--- config.mk ---
export PLATFORM = sky130hd
export DESIGN_NAME = cmd_slot_tracker
export DESIGN_NICKNAME = d
export VERILOG_FILES = /design/src/rtl/cmd_slot_pkg.sv /design/src/rtl/cmd_slot_fsm.sv /design/src/rtl/cmd_slot_capture.sv /design/src/rtl/cmd_slot_retry.sv /design/src/rtl/cmd_slot_irq.sv /design/src/rtl/cmd_slot_tracker.sv
export SDC_FILE = /design/constraint.sdc
export NUM_CORES = 1
export LEC_CHECK = 0
export ABC_AREA = 1
export BUFFER_PORTS_ARGS = -buffer_cell sky130_fd_sc_hd__buf_2
export CAP_MARGIN = 20
export CORE_MARGIN = 1.5
export CORE_UTILIZATION = 38
export CTS_BUF_LIST = sky130_fd_sc_hd__clkbuf_16
export CTS_CLUSTER_SIZE = 12
export DETAILED_ROUTE_END_ITERATION = 6
export PLACE_DENSITY_LB_ADDON = 0.12
export SLEW_MARGIN = 0
export SYNTH_ARGS = -nofsm -noshare
export SYNTH_HDL_FRONTEND = slang
export SYNTH_SLANG_ARGS = --single-unit
export TNS_END_PERCENT = 30
--- constraint.sdc ---
create_clock -name clk -period 1.1 [get_ports clk]
set_input_delay 0.275 -clock clk [delete_from_list [all_inputs] [get_ports clk]]
set_output_delay 0.275 -clock clk [all_outputs]
set_load 0.01 [all_outputs]
--- src/rtl/cmd_slot_pkg.sv ---
package cmd_slot_pkg;
  localparam int unsigned CAUSE_W = 18;
  localparam int unsigned SUB_W   = 4;
  localparam int unsigned CMD_W   = 32;

  typedef enum logic [1:0] {
    ST_IDLE   = 2'd0,
    ST_EXCEPT = 2'd1,
    ST_ACTIVE = 2'd2,
    ST_CALLOS = 2'd3
  } slot_state_e;

  // transient causes: TLB hardware error, two request timeouts, response data error
  localparam logic [CAUSE_W-1:0] RETRY_SET = 18'h10700;

  function automatic slot_state_e outcome_to_state(input logic [1:0] kind);
    case (kind)
      2'd1:    outcome_to_state = ST_EXCEPT;
      2'd3:    outcome_to_state = ST_CALLOS;
      default: outcome_to_state = ST_IDLE;
    endcase
  endfunction
endpackage

--- src/rtl/cmd_slot_fsm.sv ---
module cmd_slot_fsm
  import cmd_slot_pkg::*;
#(
  parameter int unsigned MODE_W  = 3,
  parameter int unsigned IRQ_BIT = 2
) (
  input  logic              clk,
  input  logic              rst_n,
  input  logic              go_req,
  input  logic [MODE_W-1:0] mode,
  input  logic              done_vld,
  input  logic [1:0]        done_kind,
  output slot_state_e       state,
  output logic              irq_armed,
  output logic              busy_viol,
  output logic              start_acc,
  output logic              done_acc
);
  slot_state_e state_d;
  logic        armed_d, busy_d;

  always_comb begin
    start_acc = go_req && (state != ST_ACTIVE);
    done_acc  = done_vld && (state == ST_ACTIVE);
    state_d   = state;
    armed_d   = irq_armed;
    busy_d    = busy_viol;
    if (done_acc) begin
      state_d = outcome_to_state(done_kind);
    end else if (start_acc) begin
      state_d = ST_ACTIVE;
      armed_d = mode[IRQ_BIT];
    end
    if (go_req && (state == ST_ACTIVE)) busy_d = 1'b1;
  end

  always_ff @(posedge clk or negedge rst_n) begin
    if (!rst_n) begin
      state     <= ST_IDLE;
      irq_armed <= 1'b0;
      busy_viol <= 1'b0;
    end else begin
      state     <= state_d;
      irq_armed <= armed_d;
      busy_viol <= busy_d;
    end
  end

  p_start_goes_active_r2: assert property (@(posedge clk) disable iff (!rst_n)
    (go_req && state != ST_ACTIVE) |=> (state == ST_ACTIVE));
  p_busy_sticky_r4: assert property (@(posedge clk) disable iff (!rst_n)
    busy_viol |=> busy_viol);
  p_active_start_ignored_r4: assert property (@(posedge clk) disable iff (!rst_n)
    (state == ST_ACTIVE && go_req && !done_vld) |=> (state == ST_ACTIVE && $stable(irq_armed) && busy_viol));
  p_done_leaves_active_r5: assert property (@(posedge clk) disable iff (!rst_n)
    (state == ST_ACTIVE && done_vld) |=> (state != ST_ACTIVE));
  p_quiet_hold_r3: assert property (@(posedge clk) disable iff (!rst_n)
    (state != ST_ACTIVE && !go_req) |=> $stable(state));
endmodule

--- src/rtl/cmd_slot_capture.sv ---
module cmd_slot_capture
  import cmd_slot_pkg::*;
#(
  parameter int unsigned CW = CAUSE_W,
  parameter int unsigned SW = SUB_W
) (
  input  logic          clk,
  input  logic          rst_n,
  input  logic          start_acc,
  input  logic          done_acc,
  input  logic [1:0]    done_kind,
  input  logic [SW-1:0] done_sub,
  input  logic [CW-1:0] done_cause,
  output logic [SW-1:0] sub_q,
  output logic [CW-1:0] cause_q
);
  logic [SW-1:0] sub_d;
  logic [CW-1:0] cause_d;
  logic          cap_en;

  assign cap_en = start_acc || done_acc;

  always_comb begin
    sub_d   = '0;
    cause_d = '0;
    if (done_acc) begin
      sub_d = done_sub;
      if (outcome_to_state(done_kind) == ST_EXCEPT) cause_d = done_cause;
    end
  end

  always_ff @(posedge clk or negedge rst_n) begin
    if (!rst_n) begin
      sub_q   <= '0;
      cause_q <= '0;
    end else if (cap_en) begin
      sub_q   <= sub_d;
      cause_q <= cause_d;
    end
  end

  p_start_clears_r2: assert property (@(posedge clk) disable iff (!rst_n)
    start_acc |=> (sub_q == '0 && cause_q == '0));
  p_cause_only_exc_r7: assert property (@(posedge clk) disable iff (!rst_n)
    (done_acc && done_kind != 2'd1) |=> (cause_q == '0));
  p_hold_no_event_r3: assert property (@(posedge clk) disable iff (!rst_n)
    (!start_acc && !done_acc) |=> ($stable(sub_q) && $stable(cause_q)));
endmodule

--- src/rtl/cmd_slot_retry.sv ---
module cmd_slot_retry
  import cmd_slot_pkg::*;
#(
  parameter int unsigned        CW   = CAUSE_W,
  parameter logic [CW-1:0]      MASK = RETRY_SET
) (
  input  slot_state_e   state,
  input  logic [CW-1:0] cause,
  output logic          retry_ok
);
  logic [CW-1:0] fatal_bit;

  for (genvar b = 0; b < CW; b++) begin : g_bit
    if (MASK[b]) begin : g_transient
      assign fatal_bit[b] = 1'b0;
    end else begin : g_fatal
      assign fatal_bit[b] = cause[b];
    end
  end

  assign retry_ok = (state == ST_EXCEPT) && (|cause) && !(|fatal_bit);

  always_comb begin
    if (retry_ok) p_retry_in_exc_r8: assert ((cause & ~MASK) == '0 && state == ST_EXCEPT);
  end
endmodule

--- src/rtl/cmd_slot_irq.sv ---
module cmd_slot_irq (
  input  logic clk,
  input  logic rst_n,
  input  logic done_acc,
  input  logic irq_armed,
  input  logic irq_clr,
  output logic irq
);
  logic irq_d, irq_set;

  assign irq_set = done_acc && irq_armed;

  always_comb begin
    irq_d = irq;
    if (irq_clr) irq_d = 1'b0;
    if (irq_set) irq_d = 1'b1;
  end

  always_ff @(posedge clk or negedge rst_n) begin
    if (!rst_n) irq <= 1'b0;
    else        irq <= irq_d;
  end

  p_irq_hold_r9: assert property (@(posedge clk) disable iff (!rst_n)
    (irq && !irq_clr) |=> irq);
  p_irq_set_r9: assert property (@(posedge clk) disable iff (!rst_n)
    (done_acc && irq_armed) |=> irq);
  p_irq_needs_done_r9: assert property (@(posedge clk) disable iff (!rst_n)
    (!irq && !done_acc) |=> !irq);
endmodule

--- src/rtl/cmd_slot_tracker.sv ---
module cmd_slot_tracker
  import cmd_slot_pkg::*;
(
  input  logic               clk,
  input  logic               rst_n,
  input  logic               cmd_wr,
  input  logic [CMD_W-1:0]   cmd_word,
  input  logic               done_vld,
  input  logic [1:0]         done_kind,
  input  logic [SUB_W-1:0]   done_sub,
  input  logic [CAUSE_W-1:0] done_cause,
  input  logic               irq_clr,
  output logic [1:0]         status,
  output logic [SUB_W-1:0]   substat,
  output logic [2:0]         mq_code,
  output logic               abort_active,
  output logic [CAUSE_W-1:0] cause,
  output logic               retryable,
  output logic               irq,
  output logic               busy_viol,
  output logic [CMD_W-1:0]   status_word
);
  localparam int unsigned GO_BIT   = 0;
  localparam int unsigned MODE_LSB = 1;
  localparam int unsigned MODE_W   = 3;
  localparam int unsigned ST_LSB   = 24;
  localparam int unsigned SUB_LSB  = ST_LSB + 2;

  logic [1:0] rst_sync;
  logic       rst_int_n;

  always_ff @(posedge clk or negedge rst_n) begin
    if (!rst_n) rst_sync <= 2'b00;
    else        rst_sync <= {rst_sync[0], 1'b1};
  end
  assign rst_int_n = rst_sync[1];

  slot_state_e state;
  logic        go_req, start_acc, done_acc, irq_armed;

  assign go_req = cmd_wr && cmd_word[GO_BIT];

  cmd_slot_fsm #(.MODE_W(MODE_W), .IRQ_BIT(2)) u_fsm (
    .clk       (clk),
    .rst_n     (rst_int_n),
    .go_req    (go_req),
    .mode      (cmd_word[MODE_LSB +: MODE_W]),
    .done_vld  (done_vld),
    .done_kind (done_kind),
    .state     (state),
    .irq_armed (irq_armed),
    .busy_viol (busy_viol),
    .start_acc (start_acc),
    .done_acc  (done_acc)
  );

  cmd_slot_capture #(.CW(CAUSE_W), .SW(SUB_W)) u_cap (
    .clk        (clk),
    .rst_n      (rst_int_n),
    .start_acc  (start_acc),
    .done_acc   (done_acc),
    .done_kind  (done_kind),
    .done_sub   (done_sub),
    .done_cause (done_cause),
    .sub_q      (substat),
    .cause_q    (cause)
  );

  cmd_slot_retry #(.CW(CAUSE_W), .MASK(RETRY_SET)) u_retry (
    .state    (state),
    .cause    (cause),
    .retry_ok (retryable)
  );

  cmd_slot_irq u_irq (
    .clk       (clk),
    .rst_n     (rst_int_n),
    .done_acc  (done_acc),
    .irq_armed (irq_armed),
    .irq_clr   (irq_clr),
    .irq       (irq)
  );

  assign status       = state;
  assign mq_code      = substat[2:0];
  assign abort_active = substat[3];

  always_comb begin
    status_word = '0;
    status_word[ST_LSB +: 2]      = status;
    status_word[SUB_LSB +: SUB_W] = substat;
  end

  p_exc_cause_r7: assert property (@(posedge clk) disable iff (!rst_int_n)
    (cause != '0) |-> (status == 2'd1));
  p_word_fields_r10: assert property (@(posedge clk) disable iff (!rst_int_n)
    (status_word[25:24] == status && status_word[29:26] == substat));
endmodule

After elaboration in Yosys (flattened, before gate mapping)
Index checks and enable logic that the tools add are counted.

word-level totals
  logic and storage cells = 37
  output and inout port bits = 63
  bits in registers = 29
  input bits = 61

operators by class
  bitwise logic cells = 1
  eq/ne operators = 6
  reduce and logical (&&, ||, !) cells = 14
  muxes and demuxes = 9

operators with widths
  cell                number
  $mux 18             2
  $reduce_or 18->1    1
  $reduce_or 14->1    1
  $logic_and 1x1->1   7
  $eq 2x1->1 const B  3
  $mux 2              3
  $eq 2x2->1 const B  2
  $mux 4              1
  $pmux 2 s2          1
  $reduce_bool 2->1   2
  $mux 1              2
  $ne 2x2->1 const B  1
  $reduce_and 2->1    1
  $logic_not 1->1     1
  $logic_or 1x1->1    1
  $not 1->1           1

Longest topological paths before layout
Gate-level depths: netlist of run 1.

  depth in word-level cells = 6
  depth in mapped cells = 6
  gate-level depth less buffers = 6

Modules after synthesis
Synthesis of run 1 repeated with hierarchy kept, for this count alone.

unflattened totals
  cell total of the unflattened synthesis = 225
  area total of the unflattened synthesis = 1672.9 um^2

modules (own cells, without submodules)
  module            area an instance (um^2)  sequential area each (um^2)  instances  cells each
  cmd_slot_capture  1011.0                   550.5                        1          132
  cmd_slot_tracker  335.3                    50.0                         1          42
  cmd_slot_fsm      195.2                    100.1                        1          23
  cmd_slot_retry    91.3                     0.0                          1          23
  cmd_slot_irq      40.0                     25.0                         1          5

Worst setup path after synthesis of run 1
Ideal clock, no wire load.

  kind = register to output
  from = reg u_fsm.state[0]
  to = out retryable
  data arrival time = 0.892 ns
  required time = 0.825 ns
  path buffers = 0
  stages on the path, launching flop included = 7
  setup slack = -0.067 ns
  cell sequence = dfrtp_1 inv_1 nor2_1 nand2_1 nor2_1 nand2_1 nor2_1

between the ends
  word-level cells in the longest chain between the ends = 3

ends and longest elaborated chain
  item                            line                    RTL
  from (decl)                     cmd_slot_fsm.sv:13      output slot_state_e state,
  from (signal assigned)          cmd_slot_fsm.sv:43      state <= state_d;
  $eq 2x1->1                      cmd_slot_retry.sv:21    assign retry_ok = (state == ST_EXCEPT) && (|cause) && !(|fatal_bit);
  $logic_and 1x1->1 (2 in a row)  cmd_slot_retry.sv:21
  to (decl)                       cmd_slot_tracker.sv:18  output logic retryable,

Every way passes these cells.

Final worst setup path of run 1
  from = reg u_cap.cause_q[15]
  to = out retryable

between the ends
  word-level cells in the longest chain between the ends = 3
  elaborated cells on any way between the ends = 5
  those cells by class = reduce/logical: 5

ends and longest elaborated chain
  item                                                  line                    RTL
  from (decl)                                           cmd_slot_capture.sv:15  output logic [CW-1:0] cause_q
  from (signal assigned)                                cmd_slot_capture.sv:38  cause_q <= cause_d;
  $reduce_or 18->1 or $reduce_or 14->1 (tied branches)  cmd_slot_retry.sv:21
  $logic_and 1x1->1 or $logic_not 1->1 (tied branches)  cmd_slot_retry.sv:21
  $logic_and 1x1->1 *                                   cmd_slot_retry.sv:21

Every way passes the cells marked *; elsewhere a longest branch is shown, timed or not.

==> impl_results.md, run 1 <==
* Failing checks: setup timing
* CP max stage cell: dfrtp_1
* Final Power at 5.30 mW
* # fillers at 325
* Power density over the cells at 2210 nW/um^2
* Pre-CTS WS at -0.176 ns
* Crit path buf inv count at 1
* Clk Latency, worst-skew pair at 0.27 ns
* Inserted Diodes at 0
* WL final at 3620 um
* P_leak at 1.37 nW
* # IOs at 124
* Syn Area/Cell at 8.29 um^2
* # port buffers at 67
* Nets at 334
* DR DRC count at 0
* Clock sink total at 29
* Htree depth at 2
* Worst Hold Slack at 0.169 ns
* DP Cell Count at 308
* Finished Layout Cells at 322
* Drt via density at 4.22
* Max Cap Violations at 0
* Final hold viol count at 0
* Synth cell types at 18
* Final Slew Violations at 0
* CTS tree: built
* CP Data Required Time at 0.82 ns
* Yosys warning count at 0
* Sequential area share after synthesis at 0.484
* Synth-to-layout area growth at 59.6%
* Tcrit/Tclk final at 1.38
* Reg-to-reg endpoint: u_cap.cause_q[5]
* Critical path depth at 6
* Setup crit end kind: output port
* Largest net degree at the start of global routing at 18
* Initial antenna violation count at 0
* Worst VDD drop at 1050 uV
* Fmax at 0.661 GHz
* Vias in the first global route at 1250
* Period minus WS final at 1.51 ns
* Initial Utilization at 0.404
* Final worst-path setup slack at -0.413 ns
* Post-DP HPWL at 2530 um
* CTS max path bufs at 2
* Synth Cell Area at 1500 um^2
* Slowest stage delay, CP at 0.38 ns
* Reg clk slew, reported paths at 0.05 ns
* Hold WC Path Type: flip-flop to asynchronous set/reset pin
* Initial DRC Count at 34
* Number of setup violations in the final report at 36
* GRT Resource Usage Total at 0.172
* GR Overflow Total at 0
* Routed len/inst at 11.2 um
* Worst reg-to-reg setup slack at -0.05 ns
* R2R Path Start: u_fsm.state[0]
* DIE HEIGHT at 65.8 um
* Setup Skew at 0.00675 ns
* Post-Synthesis Cells at 181
* Critical path cell sequence: nor2_2, nand2_1, nor2_2, nand2_1, nor2_2, buf_2
* Share of layout cells above drive strength 1 at 0.482
* Sum Neg Setup Slack at -2.52 ns
* Root Buffer: clkbuf_16
* Synth Register Bits at 29
* Die W at 65.8 um
* Crit-path leading delay family: simple AND/OR/NAND/NOR gates
* Std-Cell Rows at 22
* Std-Cell Core Area at 3720 um^2
* Detailed Routing Iterations Pass 1 at 4
* CP Data Arrival Time at 1.24 ns
* Die area at 4330 um^2
* First-pass GRT wire length at 5550 um
* Crit-path most repeated cell: nor2_2
* Worst r2r path cells at 6
* RSZ-0062 raised after global routing: true
* Antenna-violating nets left at 0
* Max FO, Critical Path at 2
* Crit Path Category: flip-flop to output port
* Vias post-DR at 1360
* RePlAce Congestion at 0.749
* CTS buffer count at 5
* Status: finished with violations
* Setup crit start kind: flip-flop
[worst reg2reg max path, delay by kind of cell, from the launching register on]
family        cells  cell delay (ns)
buf+inv           2             0.30
flops             1             0.38
simple gates      4             0.40
[Yosys cell counts, drive strengths merged]
| cell | n | area, um^2 |
|---|---|---|
| a21oi | 1 | 5.00 |
| buf | 40 | 299 |
| clkbuf | 1 | 3.75 |
| conb | 2 | 7.51 |
| dfrtp | 29 | 726 |
| inv | 9 | 33.8 |
| nand2 | 55 | 209 |
| nand3 | 22 | 115 |
| nor2 | 15 | 63.8 |
| o21ai | 6 | 30.0 |
| o21bai | 1 | 7.51 |
[timing repair]
item,4_1_cts,5_1_grt
gates cloned,0,1
endpoints found under the setup margin,33,55
buffers inserted,2,6
hold buffers,1,0
hold endpoints to repair,2,0
resized for setup,36,32
pin swaps,3,5
[state kept, by name, indices dropped and copies added (netlist names)]
register and count:
u_irq.irq 1, rst_sync 2, u_cap.cause_q 18, u_cap.sub_q 4
u_fsm.irq_armed 1, u_fsm.busy_viol 1, u_fsm.state 2
[cells by family after synthesis]
logic type             share of synthesized area
buffers and inverters                      0.224
DFF                                        0.484
and+or+nand+nor                            0.259
other                                    0.00501
AOI/OAI and AO/OA                         0.0284
[power breakdown]
group / switching, mW / total [mW] / internal (mW)
Sequential: 0.200 / 1.56 / 1.36
Combinational: 1.21 / 2.50 / 1.28
Clock: 0.429 / 1.24 / 0.813
Total: 1.84 / 5.30 / 3.45
[cell type report]
| cell class | instances | area, um^2 | share of cell area |
|---|---|---|---|
| flip-flops and latches | 29 | 726 | 0.303 |
| multi-input cells | 127 | 621 | 0.259 |
| repair buffers | 101 | 817 | 0.341 |
| well taps | 48 | 60.1 | 0.0251 |
| inverters | 9 | 33.8 | 0.0141 |
| clock inverters | 3 | 12.5 | 0.00522 |
| clock buffers | 5 | 125 | 0.0522 |
[cell usage in the layout (no fill, tap or decap), drive strengths merged]
master and instances:
inv 9, clkbuf 6, nand3 22, nand2 55, dlygate4sd3 1, o21ai 6, nor2 15, dfrtp 29
conb 27, buf 99, o21bai 1, a21oi 1, clkinv 3
[worst max-delay path by stage]
stage                 startpoint         to  slack [ns]
2_1_floorplan     u_fsm.state[0]  retryable       -0.04
3_3_place_gp   u_cap.cause_q[12]  retryable       -0.17
3_5_place_dp   u_cap.cause_q[12]  retryable       -0.18
4_1_cts        u_cap.cause_q[15]  retryable       -0.43
5_1_grt         u_cap.cause_q[1]  retryable       -0.53
6_report       u_cap.cause_q[15]  retryable       -0.41
[routing by layer]
layer	GRT usage	part of all wire
met3	0.0664	0.088
met4	0.0547	0.0050
met1	0.211	0.41
met5	0	0
met2	0.278	0.49
[stage by stage]
step                      cell area [um^2]   util
after floorplan                       1600      -
after global placement                1910  0.514
after detailed placement              1910  0.514
after CTS                             2240  0.603
after global routing                  2390  0.644
final                                 2390  0.644
(Power assumes the default switching activity.)
==> inputs of run 2 (changes only) <==
- ABC_AREA: 1 -> default
- CORE_UTILIZATION: 38 -> 37
==> run 2 against run 1 <==
- the flow still finishes with violations (setup timing)
- design area decreased by 12%
- worst hold slack gained 0.045 ns
- worst setup slack got worse by 0.16 ns
==> impl_results.md, run 2 <==
* RePlAce Congestion at 0.671
* Period minus WS final at 1.67 ns
* GRT Resource Usage Total at 0.166
* Sum Neg Setup Slack at -6.72 ns
* Clock network fraction of design power at 0.244
* Post-synthesis mux area share at 0.00813
* Nets at 263
* Most frequent cells in the layout: 50 x buf_2, 36 x buf_6, 28 x dfrtp_1
* Status: finished with violations
* Power density over the cells at 2370 nW/um^2
* Final worst-path setup slack at -0.574 ns
* RSZ-0062 raised after global routing: true
* Reg clk slew, reported paths at 0.05 ns
* Inserted Diodes at 0
* Max reg flops at 18
* Finished Layout Cells at 251
* Combinational family with the most area after synthesis: buffers and inverters
* Biggest regs: u_cap.cause_q: 18 flops, u_cap.sub_q: 4 flops
* Worst VDD drop at 882 uV
* Std-Cell Core Area at 3630 um^2
* CTS max path bufs at 2
* Clk Latency, worst-skew pair at 0.27 ns
* Setup crit start kind: flip-flop
* Die area at 4120 um^2
* Share of layout cells above drive strength 1 at 0.527
* Tcrit/Tclk final at 1.52
* Max FO, Critical Path at 2
* Internal power at 3.40 mW
* Clock sink total at 29
* Initial DRC Count at 23
* Adder-Cell Fraction of Synth Area at 0
* Syn Area/Cell at 11.8 um^2
* Crit path buf inv count at 1
* Post-Synthesis Cells at 117
* Post-synthesis xor/xnor area fraction at 0
* Sequential area share after synthesis at 0.524
* Largest net degree at the start of global routing at 28
* Detailed Routing Iterations Pass 1 at 2
* First-pass GRT wire length at 5070 um
* Top cell type's share of synthesized area at 0.524
* Max Cap Violations at 0
* Grt met2 use at 0.263
* CTS buffer count at 5
* Setup crit end kind: output port
* Die W at 64.2 um
* GR Overflow Total at 0
* Yosys warning count at 0
* Std-Cell Rows at 22
* Number of setup violations in the final report at 45
* Root Buffer: clkbuf_16
* Count leader, synth: buf_4
* Fmax at 0.597 GHz
* Main synth FF type: dfrtp_1
* # fillers at 344
* CP Data Required Time at 0.82 ns
* Psw at 1.60 mW
* CTS tree: built
* DR DRC count at 0
* Grt met3 use at 0.0739
* Htree depth at 2
* Hold WC Path Type: primary input to flip-flop
* Final Slew Violations at 0
* Post-DP HPWL at 2230 um
* Vias post-DR at 1101
* Area leader, netlist: dfrtp_1
* Initial antenna violation count at 0
* Slowest stage delay, CP at 0.39 ns
* Synth Area in Compound Gates at 0.171
* Grt peak-use layer: met2
* Top reg by flops: u_cap.cause_q
* Failing checks: setup timing
* Synth cell types at 19
* Crit Path Category: flip-flop to output port
* DP Cell Count at 241
* Post-layout util at 0.580
* Met1 GRT Util at 0.194
* WL final at 3150 um
* Comb pwr share at 0.433
* P_leak at 1.15 nW
* Area contributors post-synth: dfrtp_1 52%, buf_4 20%, a22o_1 15%, buf_6 2.4%, nor4_1 1.8%
* Final hold viol count at 0
* Antenna-violating nets left at 0
* Routed len/inst at 12.5 um
* Initial Utilization at 0.381
* FFs w/ async S/R, synth at 1.00
* Simple-gate share of the synthesized area at 0.0623
* Synth Register Bits at 29
* Critical path cell sequence: nor4_2, nand2_1, nor3_2, buf_2
* Switching Share at 0.321
* CP Data Arrival Time at 1.40 ns
* Pre-CTS WS at -0.332 ns
* Synth-to-layout area growth at 52.1%
* Commonest non-fill, non-tap cell in the layout: buf_2
* Crit-path leading delay family: simple AND/OR/NAND/NOR gates
* DIE HEIGHT at 64.2 um
* Synth Cell Area at 1390 um^2
* Vias in the first global route at 1073
* CP max stage cell: dfrtp_1
* # port buffers at 67
* Commonest cells post-synth: 36 x buf_4, 29 x dfrtp_1, 23 x a22o_1
* # IOs at 124
* Seq pwr share at 0.322
* Post-synth EDFFs at 0
* Setup Skew at 0.00460 ns
* Drt via density at 4.39
-- run 2: cell count changes after synthesis, moves of 2 or more --
cell,before,now
a22o_1,0,23
and3b_1,0,2
buf_6,1,3
inv_1,8,1
nand2_1,54,5
nand3_1,21,1
nor2_1,14,0
nor4_1,0,4
o21ai_1,4,0
-- run 2: stage by stage --
stage | power, mW | hold WS (ns) | instance area [um^2]
floorplan | 2.76 | -0.0206 | 1480
global placement | 3.36 | 0.0598 | 1750
CTS | 4.98 | 0.204 | 2070
global route | 5.31 | 0.210 | 2110
finish | 5.00 | 0.214 | 2110
detailed placement | 3.39 | 0.0613 | 1750
-- run 2: cell families after synthesis --
kind of cell	Yosys count
DFF	29
buffers and inverters	42
and+or+nand+nor	15
muxes	1
other	2
AOI/OAI and AO/OA	28
-- run 2: power by group through the flow --
stage / clock, mW / combinational, mW / sequential [mW]
6_report: 1.22 / 2.17 / 1.61
2_1_floorplan: 0 / 1.02 / 1.74
3_5_place_dp: 0 / 1.80 / 1.58
3_3_place_gp: 0 / 1.80 / 1.57
4_1_cts: 1.27 / 2.11 / 1.60
5_1_grt: 1.31 / 2.35 / 1.65
-- run 2: worst reg2reg max path: stages, from the launching register on --
cell     delay [ns]
dfrtp_1        0.41
and3b_2        0.24
and3b_2        0.22
buf_6          0.14
a22o_1         0.19
-- run 2: final cells by class --
cell class,count,area (um^2),area share
sequential,29,727,0.345
clock buffer,5,125,0.0594
clock inverter,3,11.3,0.00534
multi-input combinational,71,462,0.219
inverter,1,3.75,0.00178
timing repair buffer,94,718,0.341
tap,48,60.1,0.0285
-- run 2: path summary, 6_finish.rpt --
path	slack, ns	startpoint	end	depth (start not counted)
min	0.21	irq_clr	u_irq.irq	2
min in group asynchronous	0.24	rst_sync[1]	u_cap.cause_q[2]	1
max in group asynchronous	0.58	rst_sync[1]	u_fsm.state[0]	1
max	-0.57	u_cap.cause_q[17]	retryable	4
max reg2reg	-0.22	u_fsm.state[1]	u_cap.cause_q[4]	4
min reg2reg	0.24	rst_sync[1]	u_cap.cause_q[2]	1
-- run 2: per-layer routing --
| metal | up-vias | part of all wire | wire [um] |
|---|---|---|---|
| met5 | - | 0 | 0 |
| met4 | 0 | 0.013 | 40 |
| met3 | 5 | 0.097 | 306 |
| met2 | 57 | 0.47 | 1470 |
| met1 | 520 | 0.42 | 1330 |
| li1 | 519 | - | - |
-- run 2: timing repair --
action                                 CTS  global route
buffers inserted                         1             0
setup endpoints to repair               48            61
endpoints found under the hold margin    2             0
pin swaps                                3             3
resized for setup                       33            10
hold buffers                             1             0
==> inputs of run 3 (changes only) <==
- PLACE_DENSITY: default -> 0.86
- PLACE_DENSITY_LB_ADDON: 0.12 -> default
==> run 3 against run 2 <==
- the run still ends with setup timing left
- routed wire length increased by 18%
- count of clock-buffer cells in the layout unchanged
- sequential power about the same
- combinational power rose by 19%
- clock skew is 0.00051 ns lower
- sequential share of layout area down 3.1 points
- global-route usage rose by 3.3 points
- maximum frequency fell by 0.66%
- sequential cell count did not move
- cell count up 3.6%
- design area up 9.6%
- first-iteration DRC count increased by 13%
- largest cell class is now non-clock buffers
- highest routed layer unchanged
==> impl_results.md, run 3 (same netlist as run 2, synthesis figures left out) <==
* Status: finished with violations
* Failing checks: setup timing
* Number of setup violations in the final report at 48
* First-pass GRT wire length at 5780 um
* Detailed Routing Iterations Pass 1 at 4
* Root Buffer: clkbuf_16
* Clk Latency, worst-skew pair at 0.27 ns
* Power density over the cells at 2350 nW/um^2
* Period minus WS final at 1.69 ns
* Std-Cell Core Area at 3630 um^2
* Max FO, Critical Path at 4
* Die W at 64.2 um
* Clock network fraction of design power at 0.226
* RSZ-0062 raised after global routing: true
* Comb pwr share at 0.476
* # IOs at 124
* Vias post-DR at 1192
* Setup Skew at 0.00409 ns
* CP Data Arrival Time at 1.84 ns
* Final Slew Violations at 0
* Drt via density at 4.58
* RePlAce Congestion at 0.787
* Routed len/inst at 14.3 um
* Initial antenna violation count at 0
* Slowest stage delay, CP at 0.39 ns
* Share of layout cells above drive strength 1 at 0.552
* Nets at 272
* Sum Neg Setup Slack at -13.79 ns
* Seq pwr share at 0.298
* Htree depth at 2
* Std-Cell Rows at 22
* CP max stage cell: dfrtp_1
* Hold WC Path Type: flip-flop to asynchronous set/reset pin
* GRT Resource Usage Total at 0.199
* CP Data Required Time at 1.26 ns
* Reg clk slew, reported paths at 0.05 ns
* Area after DPL at 1770 um^2
* Worst VDD drop at 1080 uV
* Setup crit end kind: flip-flop
* Largest net degree at the start of global routing at 21
* Tcrit/Tclk final at 1.53
* Final Power at 5.43 mW
* Most frequent cells in the layout: 49 x buf_2, 38 x buf_6, 29 x dfrtp_1
* Die area at 4120 um^2
* GR Overflow Total at 0
* DR DRC count at 0
* Commonest non-fill, non-tap cell in the layout: buf_2
* Final worst-path setup slack at -0.585 ns
* CTS max path bufs at 2
* Pre-CTS WS at -0.709 ns
* Post-DP HPWL at 2230 um
* Crit-path most repeated cell: buf_6
* Biggest regs: u_cap.cause_q: 18 flops, u_cap.sub_q: 4 flops
* Internal power at 3.65 mW
* Antenna-violating nets left at 0
* Setup crit start kind: flip-flop
* Max Cap Violations at 0
* Clock sink total at 29
* CTS buffer count at 5
* DIE HEIGHT at 64.2 um
* Max reg flops at 18
* Fmax at 0.593 GHz
* Switching Share at 0.329
* Critical path cell sequence: buf_4, and3b_2, buf_6, and3b_2, buf_6, buf_6, a22o_1
* Synth-to-layout area growth at 66.8%
* Top reg by flops: u_cap.cause_q
* Psw at 1.79 mW
* Final hold viol count at 0
* Initial DRC Count at 26
* # port buffers at 67
* Finished Cell Area at 2310 um^2
* Post-layout util at 0.636
* Vias in the first global route at 1187
* Inserted Diodes at 0
* CTS tree: built
* WL final at 3720 um
* P_leak at 1.23 nW
* Crit Path Category: flip-flop to flip-flop
* Initial Utilization at 0.381
-- run 3: changes by cell type in the layout (fill, tap and decap cells not counted), moves of 2 or more --
| cell | before | now |
|---|---|---|
| clkbuf_16 | 5 | 7 |
| a31oi_4 | 0 | 2 |
| buf_6 | 36 | 38 |
| buf_4 | 7 | 9 |
| buf_12 | 0 | 3 |
-- run 3: routing by layer --
metal | GRT usage | wire length [um] | vias up
met5 | 0 | 0 | -
met4 | 0.104 | 118 | 0
met3 | 0.0898 | 334 | 11
met2 | 0.339 | 1910 | 68
met1 | 0.203 | 1360 | 570
li1 | - | - | 543
-- run 3: worst paths after layout --
check,start,end,slack [ns],cells after the start
worst min-delay path,rst_sync[1],u_cap.cause_q[10],0.14,0
worst max-delay path,u_fsm.state[1],u_cap.cause_q[8],-0.59,7
max in group asynchronous,rst_sync[1],u_cap.cause_q[16],0.53,1
min in group clk,irq_clr,u_irq.irq,0.17,2
worst max register to register,u_fsm.state[1],u_cap.cause_q[8],-0.59,7
worst min register to register,rst_sync[1],u_cap.cause_q[10],0.14,0
-- run 3: area by class of cell --
cell class / instances / area [um^2]
fill: 305 / 1320
clock buffer: 5 / 125
inverter: 1 / 3.75
clock inverter: 3 / 11.3
sequential: 29 / 726
timing repair buffer: 102 / 861
multi-input combinational: 72 / 523
tap: 48 / 60.1
-- run 3: critical path, delay by kind of cell (launching register included) --
family	cells	cell delay (ns)
AO/OA/AOI/OAI	1	0.17
AND/OR/NAND/NOR	2	0.47
buffers and inverters	4	0.53
flip-flops	1	0.39
-- run 3: metrics by stage --
step           std cells  hold slack, ns
2_1_floorplan        142         -0.0206
5_1_grt              260           0.177
3_3_place_gp         241          0.0618
6_report             260           0.144
4_1_cts              257           0.154
3_5_place_dp         241          0.0633
-- run 3: power groups by stage --
| stage | clock, mW | sequential (mW) | combinational (mW) |
|---|---|---|---|
| floorplan | 0 | 1.74 | 1.02 |
| global placement | 0 | 1.55 | 1.78 |
| detailed placement | 0 | 1.57 | 1.80 |
| CTS | 1.26 | 1.59 | 2.42 |
| global route | 1.34 | 1.65 | 2.77 |
| finish | 1.23 | 1.62 | 2.59 |
-- run 3: timing repair --
item                                   CTS  global route
setup endpoints to repair               45            62
hold buffers                             1             0
pin swaps                                9             3
cloned                                   3             1
resized for setup                       43            12
buffers inserted                         4             2
endpoints found under the hold margin    2             0
